===== src/rtl/div_pkg.sv =====
package div_pkg;
    typedef enum logic [1:0] {
        ST_IDLE = 2'd0,
        ST_ITER = 2'd1,
        ST_FIX  = 2'd2
    } div_state_e;
endpackage


===== src/rtl/div_sign_prep.sv =====
module div_sign_prep #(
    parameter int W = 16
) (
    input  logic         word_mode,
    input  logic         signed_mode,
    input  logic [W-1:0] dvd_hi,
    input  logic [W-1:0] dvd_lo,
    input  logic [W-1:0] dvs,
    output logic [W-1:0] part_hi,
    output logic [W-1:0] part_lo,
    output logic [W-1:0] dvs_mag,
    output logic         dvd_neg,
    output logic         dvs_neg,
    output logic         div_zero,
    output logic         hi_ovf
);
    localparam int H = W / 2;

    logic [2*W-1:0] wide_raw;
    logic [2*W-1:0] wide_mag;
    logic [W-1:0]   narrow_mag;
    logic [H-1:0]   dvs_small_mag;

    always_comb begin
        wide_raw      = {dvd_hi, dvd_lo};
        wide_mag      = '0;
        narrow_mag    = '0;
        dvs_small_mag = '0;
        if (word_mode) begin
            dvd_neg  = signed_mode & dvd_hi[W-1];
            dvs_neg  = signed_mode & dvs[W-1];
            wide_mag = dvd_neg ? (~wide_raw + 1'b1) : wide_raw;
            part_hi  = wide_mag[2*W-1:W];
            part_lo  = wide_mag[W-1:0];
            dvs_mag  = dvs_neg ? (~dvs + 1'b1) : dvs;
        end else begin
            dvd_neg       = signed_mode & dvd_lo[W-1];
            dvs_neg       = signed_mode & dvs[H-1];
            narrow_mag    = dvd_neg ? (~dvd_lo + 1'b1) : dvd_lo;
            part_hi       = {{H{1'b0}}, narrow_mag[W-1:H]};
            part_lo       = {narrow_mag[H-1:0], {H{1'b0}}};
            dvs_small_mag = dvs_neg ? (~dvs[H-1:0] + 1'b1) : dvs[H-1:0];
            dvs_mag       = {{H{1'b0}}, dvs_small_mag};
        end
        div_zero = (dvs_mag == '0);
        hi_ovf   = (part_hi >= dvs_mag);
    end
endmodule


===== src/rtl/div_shift_core.sv =====
module div_shift_core #(
    parameter int W = 16
) (
    input  logic         clk,
    input  logic         rst_n,
    input  logic         load,
    input  logic         step,
    input  logic [W-1:0] load_hi,
    input  logic [W-1:0] load_lo,
    input  logic [W-1:0] load_dvs,
    output logic [W-1:0] rem_mag,
    output logic [W-1:0] quo_mag
);
    logic [W-1:0] rem_q, lo_q, quo_q, dvs_q;
    logic [W:0]   trial;
    logic         fits;
    logic [W-1:0] diff;

    always_comb begin
        trial = {rem_q, lo_q[W-1]};
        fits  = (trial >= {1'b0, dvs_q});
        diff  = trial[W-1:0] - dvs_q;
    end

    always_ff @(posedge clk or negedge rst_n) begin
        if (!rst_n) begin
            rem_q <= '0;
            lo_q  <= '0;
            quo_q <= '0;
            dvs_q <= '0;
        end else if (load) begin
            rem_q <= load_hi;
            lo_q  <= load_lo;
            quo_q <= '0;
            dvs_q <= load_dvs;
        end else if (step) begin
            rem_q <= fits ? diff : trial[W-1:0];
            lo_q  <= {lo_q[W-2:0], 1'b0};
            quo_q <= {quo_q[W-2:0], fits};
        end
    end

    assign rem_mag = rem_q;
    assign quo_mag = quo_q;


    rem_below_dvs_chk: assert property (@(posedge clk) disable iff (!rst_n)
        step |=> (rem_q < dvs_q));
endmodule


===== src/rtl/div_sign_fix.sv =====
module div_sign_fix #(
    parameter int W = 16
) (
    input  logic           word_mode,
    input  logic           signed_mode,
    input  logic           dvd_neg,
    input  logic           dvs_neg,
    input  logic [W-1:0]   q_mag,
    input  logic [W-1:0]   r_mag,
    output logic [2*W-1:0] packed_res,
    output logic           range_err
);
    localparam int H = W / 2;
    localparam logic [W-1:0] W_POS_MAX = {1'b0, {(W-1){1'b1}}};
    localparam logic [W-1:0] W_NEG_MAX = {1'b1, {(W-1){1'b0}}};
    localparam logic [H-1:0] H_POS_MAX = {1'b0, {(H-1){1'b1}}};
    localparam logic [H-1:0] H_NEG_MAX = {1'b1, {(H-1){1'b0}}};

    logic         q_neg;
    logic [W-1:0] q_fix, r_fix;

    always_comb begin
        q_neg = signed_mode & (dvd_neg ^ dvs_neg);
        q_fix = q_neg   ? (~q_mag + 1'b1) : q_mag;
        r_fix = dvd_neg ? (~r_mag + 1'b1) : r_mag;
        if (word_mode) begin
            range_err  = signed_mode & (q_mag > (q_neg ? W_NEG_MAX : W_POS_MAX));
            packed_res = {r_fix, q_fix};
        end else begin
            range_err  = signed_mode & (q_mag[H-1:0] > (q_neg ? H_NEG_MAX : H_POS_MAX));
            packed_res = {{W{1'b0}}, r_fix[H-1:0], q_fix[H-1:0]};
        end
    end
endmodule


===== src/rtl/int_divider.sv =====
module int_divider
    import div_pkg::*;
#(
    parameter int W = 16
) (
    input  logic           clk,
    input  logic           rst_n,
    input  logic           start,
    input  logic           word_mode,
    input  logic           signed_mode,
    input  logic [W-1:0]   dividend_hi,
    input  logic [W-1:0]   dividend_lo,
    input  logic [W-1:0]   divisor,
    output logic [2*W-1:0] result,
    output logic           done,
    output logic           div_error
);
    localparam int H  = W / 2;
    localparam int CW = $clog2(W + 1);

    div_state_e state, nxt;
    logic [CW-1:0] cnt;
    logic mode_w_q, mode_s_q, dvd_neg_q, dvs_neg_q, pre_err_q;

    logic [W-1:0]   part_hi, part_lo, dvs_mag, rem_mag, quo_mag;
    logic           dvd_neg, dvs_neg, div_zero, hi_ovf, range_err, launch;
    logic [2*W-1:0] packed_res;

    assign launch = (state == ST_IDLE) && start;

    div_sign_prep #(.W(W)) u_prep (
        .word_mode  (word_mode),
        .signed_mode(signed_mode),
        .dvd_hi     (dividend_hi),
        .dvd_lo     (dividend_lo),
        .dvs        (divisor),
        .part_hi    (part_hi),
        .part_lo    (part_lo),
        .dvs_mag    (dvs_mag),
        .dvd_neg    (dvd_neg),
        .dvs_neg    (dvs_neg),
        .div_zero   (div_zero),
        .hi_ovf     (hi_ovf)
    );

    div_shift_core #(.W(W)) u_core (
        .clk     (clk),
        .rst_n   (rst_n),
        .load    (launch),
        .step    (state == ST_ITER),
        .load_hi (part_hi),
        .load_lo (part_lo),
        .load_dvs(dvs_mag),
        .rem_mag (rem_mag),
        .quo_mag (quo_mag)
    );

    div_sign_fix #(.W(W)) u_fix (
        .word_mode  (mode_w_q),
        .signed_mode(mode_s_q),
        .dvd_neg    (dvd_neg_q),
        .dvs_neg    (dvs_neg_q),
        .q_mag      (quo_mag),
        .r_mag      (rem_mag),
        .packed_res (packed_res),
        .range_err  (range_err)
    );

    always_ff @(posedge clk or negedge rst_n) begin
        if (!rst_n) state <= ST_IDLE;
        else        state <= nxt;
    end

    always_comb begin
        nxt = state;
        unique case (state)
            ST_IDLE: if (start) nxt = (div_zero || hi_ovf) ? ST_FIX : ST_ITER;
            ST_ITER: if (cnt == CW'(1)) nxt = ST_FIX;
            ST_FIX:  nxt = ST_IDLE;
            default: nxt = ST_IDLE;
        endcase
    end

    always_ff @(posedge clk or negedge rst_n) begin
        if (!rst_n) begin
            cnt       <= '0;
            mode_w_q  <= 1'b0;
            mode_s_q  <= 1'b0;
            dvd_neg_q <= 1'b0;
            dvs_neg_q <= 1'b0;
            pre_err_q <= 1'b0;
        end else if (launch) begin
            cnt       <= word_mode ? CW'(W) : CW'(H);
            mode_w_q  <= word_mode;
            mode_s_q  <= signed_mode;
            dvd_neg_q <= dvd_neg;
            dvs_neg_q <= dvs_neg;
            pre_err_q <= div_zero | hi_ovf;
        end else if (state == ST_ITER) begin
            cnt <= cnt - CW'(1);
        end
    end

    always_ff @(posedge clk or negedge rst_n) begin
        if (!rst_n) begin
            result    <= '0;
            done      <= 1'b0;
            div_error <= 1'b0;
        end else begin
            done      <= 1'b0;
            div_error <= 1'b0;
            if (state == ST_FIX) begin
                done      <= 1'b1;
                div_error <= pre_err_q | range_err;
                if (!(pre_err_q | range_err)) result <= packed_res;
            end
        end
    end


    done_pulse_chk: assert property (@(posedge clk) disable iff (!rst_n)
        done |=> !done);

    err_with_done_chk: assert property (@(posedge clk) disable iff (!rst_n)
        div_error |-> done);

    hold_on_err_chk: assert property (@(posedge clk) disable iff (!rst_n)
        (done && div_error) |-> $stable(result));

    zero_fast_chk: assert property (@(posedge clk) disable iff (!rst_n)
        (state == ST_IDLE && start && div_zero) |=> (state == ST_FIX));

    busy_ignore_chk: assert property (@(posedge clk) disable iff (!rst_n)
        (state == ST_ITER && cnt != CW'(1)) |=> (state == ST_ITER));
endmodule


===== config.mk =====
export PLATFORM = sky130hd
export DESIGN_NAME = int_divider
export DESIGN_NICKNAME = d
export VERILOG_FILES = /design/src/rtl/div_pkg.sv /design/src/rtl/div_sign_prep.sv /design/src/rtl/div_shift_core.sv /design/src/rtl/div_sign_fix.sv /design/src/rtl/int_divider.sv
export SDC_FILE = /design/constraint.sdc
export NUM_CORES = 1
export LEC_CHECK = 0
export BUFFER_PORTS_ARGS = -buffer_cell sky130_fd_sc_hd__buf_2
export CAP_MARGIN = 20
export CORE_ASPECT_RATIO = 1.1
export CORE_MARGIN = 4
export CORE_UTILIZATION = 30
export DETAILED_ROUTE_END_ITERATION = 8
export GPL_TIMING_DRIVEN = 1
export SETUP_SLACK_MARGIN = 0.1
export SYNTH_ARGS = -nofsm -noshare
export SYNTH_HDL_FRONTEND = slang
export SYNTH_SLANG_ARGS = --single-unit

===== constraint.sdc =====
create_clock -name clk -period 5.4 [get_ports clk]
set_clock_uncertainty 0.15 [all_clocks]
set_input_delay 0.27 -clock clk [delete_from_list [all_inputs] [get_ports clk]]
set_output_delay 0.27 -clock clk [all_outputs]
set_load 0.01 [all_outputs]

==> flow_metrics.tcl, run 1 <==
set metrics [dict create \
    ys_warn_count 0 \
    seq_area_frac_synth_pct 32.6 \
    synth_nets 1100 \
    cts_root_buffer "clkbuf_16" \
    crit_required_ns 5.53 \
    cts_resized 0 \
    clkPwrFrac_pct 12.4 \
    wl_um 23700 \
    slew_violations 0 \
    period_minus_slack_ns 4.15 \
    critical_path_class "register to register" \
    tritoncts "done" \
    io-pin-count 87 \
    power_density_nw_per_um2 586 \
    track_usage_pct 15.3 \
    netlist_instances 991 \
    holdWs_ns 0.0879 \
    max_slew_margin_pct 34.5 \
    cp-start-kind "register" \
    grt_overflow_total 0 \
    antenna_cells 0 \
    tightestPinTransition_ns 0.982 \
    die_y_um 184 \
    seqPwrFrac_pct 28.9 \
    holdCritPathClass "input pin to register" \
    switchingPower_mw 2.60 \
    grt_pass1_vias 7111 \
    synth_most_common_cell "nand2_1" \
    drv_cap 0 \
    ant_nets 0 \
    hold_viol_final 0 \
    final_core_utilization_pct 34.5 \
    swShare_pct 46.2 \
    cts-buffers-inserted 9 \
    synth_area_leaders "dfrtp_1 33%, ha_1 8.2%, xnor2_1 5.8%" \
    place.detailed.hpwl_um 17900 \
    p_total_mw 5.61 \
    yosysTopAreaCell "dfrtp_1" \
    syn_area_um2 8430 \
    die_area_um2 30900 \
    synth_top_area_share_pct 32.6 \
    p_int_mw 3.02 \
    period_share_pct 76.8 \
    ys_ff_latch 110 \
    setup.worst_path.end_class "register" \
    netlist_top_cells_count "112 x nand2_1, 110 x dfrtp_1, 87 x o21ai_0" \
    vdd_drop_max_mv 0.238 \
    cts.path.max_buffers 2 \
    nets 1164 \
    critPathArrivalTime_ns 4.27 \
    clkLatencyLatePin_ns 0.36 \
    grt_pass1_wl_um 38500 \
    ys.flop_type "dfrtp_1" \
    ys_async_sr_fraction_pct 100 \
    status "finished clean" \
    setup_viol 0 \
    fill_cells 2914 \
    place_congestion 0.872 \
    cts_sinks 110 \
    clk_pin_slew_worst_paths_ns 0.07 \
    combPwrFrac_pct 58.6 \
    core_area_um2 27800 \
    io_buffers 86 \
    place_ws_ns 1.01 \
    syn_avg_cell_area_um2 8.51 \
    vias 7361 \
    drt-initial-drc-count 453 \
    synth_cell_types 67 \
    rsz0062_at_grt "false" \
    rows 64 \
    cts_max_level 3 \
    critPathMaxFanout 26 \
    fp.dieW_um 168 \
    p_leak_nw 4.26 \
    drive_gt1_share_pct 14.9 \
    setup_ws_ns 1.25 \
    avgViaCountPerCell 5.17 \
    grt_max_degree 73 \
    drc 0 \
    synthToLayoutAreaGrowth_pct 13.6 \
    dr.pass1.iters 5 \
    tns_ns 0 \
    wl_per_cell_um 16.7 \
    synth_edf_count 0 \
    fmax_ghz 0.241 \
    floorplan.initialDensity_pct 30.3 \
    antenna_found_initial 0 \
]
==> worst max-delay path, stage by stage, from the launching register on <==
cell and delay [ns]:
dfrtp_1 0.55, xor2_1 0.17, nand2_1 0.21, inv_1 0.61, ha_1 0.37, a21o_1 0.17
a211o_1 0.29, o21a_1 0.18, or3_1 0.35, o32ai_4 0.30, buf_8 0.24, buf_4 0.23
mux2i_1 0.21
==> power by group through the flow <==
| stage | combinational (mW) | clock, mW | sequential [mW] |
|---|---|---|---|
| 2_1_floorplan | 2.48 | 0 | 1.52 |
| 3_3_place_gp | 3.24 | 0 | 1.63 |
| 3_5_place_dp | 3.29 | 0 | 1.64 |
| 4_1_cts | 3.31 | 0.714 | 1.63 |
| 5_1_grt | 3.72 | 0.743 | 1.70 |
| 6_report | 3.29 | 0.698 | 1.62 |
==> flip-flops by register name (all words and copies together), names as in the netlist <==
register,flops
pre_err_q,1
u_core.quo_mag,16
u_core.dvs_q,16
result,32
u_core.rem_mag,16
done,1
dvd_neg_q,1
u_core.lo_q,16
state,2
dvs_neg_q,1
div_error,1
mode_s_q,1
mode_w_q,1
cnt,5
==> path summary, 6_finish.rpt <==
check | end | cells past startpoint | start | slack [ns]
max in group asynchronous | u_core.quo_mag[3] | 3 | rst_n | 3.66
hold / removal | u_core.lo_q[0] | 3 | dividend_lo[0] | 0.09
min in group asynchronous | result[26] | 2 | rst_n | 0.41
setup / recovery | result[26] | 12 | dvd_neg_q | 1.25
setup reg to reg | result[26] | 12 | dvd_neg_q | 1.25
hold reg to reg | u_core.dvs_q[15] | 2 | u_core.dvs_q[15] | 0.33
==> routing by layer <==
| metal | part of all wire [%] | track usage [%] | up-vias |
|---|---|---|---|
| li1 | - | - | 3675 |
| met1 | 49 | 22.3 | 3505 |
| met2 | 46 | 24.4 | 161 |
| met3 | 4.0 | 1.48 | 20 |
| met4 | 1.3 | 3.77 | 0 |
| met5 | 0 | 0 | - |
==> through the flow <==
step	cell area [um2]	std cells
2_1_floorplan	8430	991
3_3_place_gp	9250	1405
3_5_place_dp	9250	1405
4_1_cts	9560	1422
5_1_grt	9580	1423
6_report	9580	1423
==> cell type report <==
| type | instances | area [um2] | area share (%) |
|---|---|---|---|
| tap | 363 | 454 | 4.74 |
| inverter | 54 | 203 | 2.12 |
| timing repair buffer | 98 | 533 | 5.56 |
| clock buffer | 10 | 239 | 2.49 |
| multi-input combinational | 782 | 5330 | 55.6 |
| sequential | 110 | 2750 | 28.7 |
| clock inverter | 6 | 68.8 | 0.718 |
==> cell families (layout without fill, tap and decap cells) <==
logic type               Yosys count  in the layout  share of synthesized area [%]
adder cells (fa/ha/maj)           56             56                           8.40
multiplexers                      61             61                           7.63
AND/OR/NAND/NOR                  319            319                           18.5
flip-flops                       110            110                           32.6
XOR/XNOR                          89             89                           9.24
buffers and inverters             99            168                           4.48
AO/OA/AOI/OAI                    257            257                           19.1
==> placed cells by master, fill, tap and decap left out, types with 6 or more instances in the layout <==
cell type and count:
nor3_1 15, clkbuf_16 9, o21ai_0 87, nand2_1 112
or3_1 11, and2_1 8, a21o_1 10, ha_1 55
o22ai_1 8, and3_1 9, a21oi_1 62, nor2b_1 8
nor2_1 78, nor4_1 6, nand3_1 19, a211oi_1 10
or2_2 6, mux2_2 26, o41ai_1 7, buf_4 11
buf_2 85, a31oi_1 6, o221ai_1 11, or4_1 9
o21a_1 11, nand4_1 7, xnor2_1 56, o31ai_1 11
mux2i_1 35, xor2_1 33, dfrtp_1 110, inv_1 53
nand2b_1 10
==> repair_timing <==
item | 4_1_cts | 5_1_grt
buffers inserted | 0 | 0
setup endpoints to repair | 0 | 0
endpoints found under the hold margin | 71 | 0
hold buffers | 1 | 0
(Power assumes the default switching activity.)
==> run 2: changes to the inputs <==
==> constraint.sdc (replaced) <==
create_clock -name clk -period 3.41 [get_ports clk]
set_clock_uncertainty 0.15 [all_clocks]
set_input_delay 0.1705 -clock clk [delete_from_list [all_inputs] [get_ports clk]]
set_output_delay 0.1705 -clock clk [all_outputs]
set_load 0.01 [all_outputs]
==> flow_metrics.tcl, run 2 (same netlist as run 1, synthesis figures left out) <==
set metrics [dict create \
    seqPwrFrac_pct 25.5 \
    swShare_pct 44.3 \
    rows 64 \
    die_y_um 184 \
    r2r-start "u_core.dvs_q[1]" \
    wl_um 24600 \
    slew_violations 0 \
    fp.dieW_um 168 \
    layout_common_cells "112 x nand2_1, 110 x dfrtp_1, 85 x o21ai_0, 85 x buf_2, 85 x buf_4" \
    tns_ns 0 \
    hold-path-cell-count 4 \
    fill_cells 2846 \
    crit_required_ns 3.50 \
    holdWs_ns 0.0482 \
    cts_max_level 3 \
    clkPwrFrac_pct 13.8 \
    layout_commonest_cell "nand2_1" \
    fmax_ghz 0.317 \
    slowest_delay_ns 0.40 \
    critPathSlowestCell "dfrtp_1" \
    critPathMaxFanout 16 \
    power_density_nw_per_um2 916 \
    core_area_um2 27800 \
    ant_nets 0 \
    cp_cell_sequence "inv_1 -> ha_1 -> nor2b_1 -> o31a_1 -> o311ai_1 -> a31oi_1 -> o31ai_2 -> buf_12 -> mux2_2 -> a221o_1" \
    grt_max_degree 83 \
    tightestPinTransition_ns 0.883 \
    hp-start "dividend_lo[0]" \
    drv_cap 0 \
    critPathArrivalTime_ns 3.25 \
    grt_pass1_vias 7759 \
    combPwrFrac_pct 60.7 \
    period_share_pct 92.5 \
    p_int_mw 5.30 \
    nets 1241 \
    holdCritPathClass "input pin to register" \
    drt-initial-drc-count 454 \
    cts_sinks 110 \
    p_total_mw 9.51 \
    clkLatencyLatePin_ns 0.36 \
    place_ws_ns -0.347 \
    drive_gt1_share_pct 22.0 \
    track_usage_pct 15.8 \
    cp.depth 10 \
    clk_pin_slew_worst_paths_ns 0.07 \
    vias 7738 \
    io_buffers 86 \
    grt_pass1_wl_um 40100 \
    setup_ws_ns 0.257 \
    floorplan.initialDensity_pct 30.3 \
    antenna_found_initial 1 \
    p_leak_nw 4.69 \
    switchingPower_mw 4.21 \
    antenna_cells 0 \
    drc 0 \
    synthToLayoutAreaGrowth_pct 23.0 \
    reg2reg_slack_ns 0.26 \
    r2r_end "u_core.rem_mag[6]" \
    cts_root_buffer "clkbuf_16" \
    period_minus_slack_ns 3.15 \
    grt_overflow_total 0 \
    tritoncts "done" \
    wl_per_cell_um 16.4 \
    rr_worst_depth 10 \
    setup_viol 0 \
    dr.pass1.iters 5 \
    die_area_um2 30900 \
    cts.path.max_buffers 2 \
    cp-start-kind "register" \
    max_slew_margin_pct 41.0 \
    critical_path_class "register to register" \
    regMostFlops "result" \
    vdd_drop_max_mv 0.371 \
    critical_path.endpoint "u_core.rem_mag[6]" \
    largest_register_ffs 32 \
    path_delay_family "compound AO/OA/AOI/OAI gates" \
    worst-path-buf-inv 2 \
    cts-buffers-inserted 9 \
    avgViaCountPerCell 5.16 \
    crit_start "u_core.dvs_q[1]" \
    setup.worst_path.end_class "register" \
    final_core_utilization_pct 37.3 \
    hold_viol_final 0 \
    io-pin-count 87 \
    rsz0062_at_grt "false" \
    place_congestion 0.880 \
    place.detailed.hpwl_um 18600 \
    status "finished clean" \
]
==> run 2: power groups by stage <==
| stage | sequential, mW | combinational (mW) | clock, mW |
|---|---|---|---|
| 6_report | 2.42 | 5.78 | 1.31 |
| 3_3_place_gp | 2.43 | 5.62 | 0 |
| 2_1_floorplan | 2.41 | 3.94 | 0 |
| 3_5_place_dp | 2.45 | 5.72 | 0 |
| 5_1_grt | 2.52 | 6.47 | 1.38 |
| 4_1_cts | 2.42 | 5.76 | 1.33 |
==> run 2: layout make-up <==
cell class                      instances  area (um2)  area share (%)
Clock buffer                           10         239            2.30
Clock inverter                          6         133            1.28
Timing Repair Buffer                  175        1170            11.2
Multi-Input combinational cell        782        5430            52.3
Sequential cell                       110        2750            26.5
Inverter                               54         203            1.95
Tap cell                              363         454            4.38
==> run 2: worst reg2reg max path: stages (launching register included) <==
cell	delay, ns
dfrtp_1	0.40
inv_1	0.06
ha_1	0.28
nor2b_1	0.14
o31a_1	0.26
o311ai_1	0.39
a31oi_1	0.22
o31ai_2	0.30
buf_12	0.20
mux2_2	0.35
a221o_1	0.31
==> run 2: repair_timing <==
item                                   CTS  global route
cloned                                   0             1
setup buffers                            2             5
endpoints found under the hold margin   80             0
pin swaps                                2            14
resized for setup                        2            19
setup endpoints to repair                3            38
hold buffers                             1             0
==> run 2: through the flow <==
stage          instance area (um2)  cells
4_1_cts                      10200   1493
2_1_floorplan                 8460    991
3_3_place_gp                  9790   1474
6_report                     10400   1500
5_1_grt                      10400   1500
3_5_place_dp                  9790   1474
==> run 2: worst min-delay path by stage <==
| stage | endpoint | slack, ns |
|---|---|---|
| final | u_core.lo_q[0] | 0.05 |
| after CTS | u_core.lo_q[0] | 0.04 |
| after global routing | u_core.dvs_q[0] | 0.07 |
| after global placement | result[16] | 0.28 |
| after floorplan | cnt[0] | -0.28 |
| after detailed placement | result[16] | 0.29 |
==> run 2: layer usage <==
metal | wire length, um | global-route usage (%)
met1 | 11800 | 22.0
met2 | 11100 | 25.4
met3 | 957 | 2.06
met4 | 663 | 5.32
met5 | 18 | 0
==> run 3: changes to the inputs <==
--- a/config.mk
+++ b/config.mk
@@ -9,9 +9,10 @@
 export CAP_MARGIN = 20
 export CORE_ASPECT_RATIO = 1.1
 export CORE_MARGIN = 4
-export CORE_UTILIZATION = 30
+export CORE_UTILIZATION = 53
 export DETAILED_ROUTE_END_ITERATION = 8
 export GPL_TIMING_DRIVEN = 1
+export PLACE_DENSITY = 0.76
 export SETUP_SLACK_MARGIN = 0.1
 export SYNTH_ARGS = -nofsm -noshare
 export SYNTH_HDL_FRONTEND = slang
==> flow_metrics.tcl, run 3 (same netlist as run 1, synthesis figures left out) <==
set metrics [dict create \
    status "finished clean" \
    nets 1232 \
    synthToLayoutAreaGrowth_pct 18.2 \
    r2r_end "u_core.rem_mag[4]" \
    grt_overflow_total 0 \
    regMostFlops "result" \
    swShare_pct 45.4 \
    r2r-start "u_core.dvs_q[1]" \
    track_usage_pct 24.8 \
    critPathMaxFanout 14 \
    antenna_cells 0 \
    seqCellArea_um2 2750 \
    hold_viol_final 0 \
    period_share_pct 94.0 \
    grt_max_degree 62 \
    layout_common_cells "112 x nand2_1, 110 x dfrtp_1, 85 x o21ai_0, 85 x buf_2, 78 x nor2_1" \
    path_delay_family "compound AO/OA/AOI/OAI gates" \
    rows 48 \
    io-pin-count 87 \
    cts_root_buffer "clkbuf_16" \
    drt-initial-drc-count 696 \
    wl_per_cell_um 17.0 \
    ant_nets 0 \
    p_int_mw 5.04 \
    drv_cap 0 \
    holdCritPathClass "input pin to register" \
    reg2reg_slack_ns 0.21 \
    hold-path-cell-count 4 \
    cts_sinks 110 \
    critPathSlowestCell "dfrtp_1" \
    combPwrFrac_pct 62.1 \
    io_buffers 86 \
    holdWs_ns 0.0413 \
    setup_viol 0 \
    slew_violations 0 \
    clk_pin_slew_worst_paths_ns 0.08 \
    cts-buffers-inserted 9 \
    die_area_um2 18000 \
    die_y_um 140 \
    drc 0 \
    multiInputGateArea_um2 5370 \
    period_minus_slack_ns 3.20 \
    grt_pass1_wl_um 36700 \
    seqPwrFrac_pct 26.1 \
    clkLatencyLatePin_ns 0.36 \
    clkPwrFrac_pct 11.8 \
    cp_cell_sequence "inv_1 -> ha_1 -> nor2b_1 -> o31a_1 -> o311ai_1 -> a31oi_1 -> o31ai_2 -> buf_12 -> mux2_2 -> a221o_1" \
    place.detailed.hpwl_um 17000 \
    min_to "u_core.lo_q[0]" \
    drive_gt1_share_pct 20.7 \
    tritoncts "done" \
    rr_worst_depth 10 \
    hp-start "dividend_lo[0]" \
    avgViaCountPerCell 5.92 \
    wl_um 22600 \
    core_area_um2 15700 \
    slowest_delay_ns 0.41 \
    crit_required_ns 3.50 \
    setup.worst_path.end_class "register" \
    p_leak_nw 4.62 \
    cts.path.max_buffers 2 \
    largest_register_ffs 32 \
    grt_pass1_vias 7397 \
    critPathArrivalTime_ns 3.30 \
    layout_commonest_cell "nand2_1" \
    switchingPower_mw 4.19 \
    vias 7862 \
    p_total_mw 9.23 \
    floorplan.initialDensity_pct 53.8 \
    cp.depth 10 \
    dr.pass1.iters 5 \
    place_congestion 0.961 \
    cts_max_level 3 \
    antenna_found_initial 0 \
    worst-path-buf-inv 2 \
    fill_cells 1337 \
    cp-start-kind "register" \
    fmax_ghz 0.312 \
    power_density_nw_per_um2 925 \
    rsz0062_at_grt "true" \
    max_slew_margin_pct 47.6 \
    fp.dieW_um 128 \
    tightestPinTransition_ns 0.787 \
    critical_path_class "register to register" \
    vdd_drop_max_mv 0.459 \
]
==> run 3: area by class of cell <==
| type | count | share of cell area, % |
|---|---|---|
| Multi-Input combinational cell | 782 | 53.8 |
| Clock buffer | 9 | 2.26 |
| Timing Repair Buffer | 166 | 10.9 |
| Inverter | 54 | 2.03 |
| Tap cell | 200 | 2.51 |
| Clock inverter | 7 | 0.816 |
| Sequential cell | 110 | 27.6 |
==> run 3: how the worst max path moves through the flow <==
| stage | slack, ns | to | from |
|---|---|---|---|
| 6_report | 0.21 | u_core.rem_mag[4] | u_core.dvs_q[1] |
| 5_1_grt | 0.08 | pre_err_q | dividend_lo[0] |
| 4_1_cts | 0.11 | u_core.rem_mag[6] | u_core.dvs_q[1] |
| 3_5_place_dp | -0.23 | pre_err_q | dividend_lo[0] |
| 3_3_place_gp | -0.09 | state[1] | dividend_lo[0] |
| 2_1_floorplan | 0.1 | pre_err_q | dividend_lo[8] |
==> run 3: worst reg2reg max path: stages, from the launching register on <==
cell and delay, ns:
dfrtp_1 0.41, inv_1 0.06, ha_1 0.28, nor2b_1 0.14
o31a_1 0.26, o311ai_1 0.38, a31oi_1 0.21, o31ai_2 0.35
buf_12 0.21, mux2_2 0.34, a221o_1 0.31
==> run 3: per-layer routing <==
layer | vias to the layer above | track usage, % | wire length (um)
met1 | 3732 | 33.9 | 9730
met4 | 0 | 8.16 | 497
met5 | - | 0 | 0
met3 | 40 | 2.86 | 1530
li1 | 3803 | - | -
met2 | 287 | 40.9 | 10900
==> run 3: timing repair <==
item,CTS,global route
resized for setup,0,11
hold endpoints to repair,59,0
hold buffers,1,0
setup endpoints to repair,0,31
buffers inserted,0,5
==> run 3: power groups by stage <==
stage | Clock [mW] | Combinational (mW) | Sequential [mW]
global placement | 0 | 5.46 | 2.40
CTS | 1.11 | 5.64 | 2.40
finish | 1.09 | 5.73 | 2.41
global route | 1.16 | 6.33 | 2.49
detailed placement | 0 | 5.60 | 2.42
floorplan | 0 | 3.94 | 2.41
==> run 3: through the flow <==
step	area, um2	std cells	setup slack [ns]	setup TNS (ns)	utilization, %
finish	9970	1328	0.206	0	63.6
global route	9970	1328	0.0763	0	63.6
CTS	9860	1322	0.109	0	62.9
detailed placement	9540	1305	-0.231	-0.590	60.9
global placement	9540	1305	-0.0857	-0.227	60.9
floorplan	8460	991	0.0961	0	-
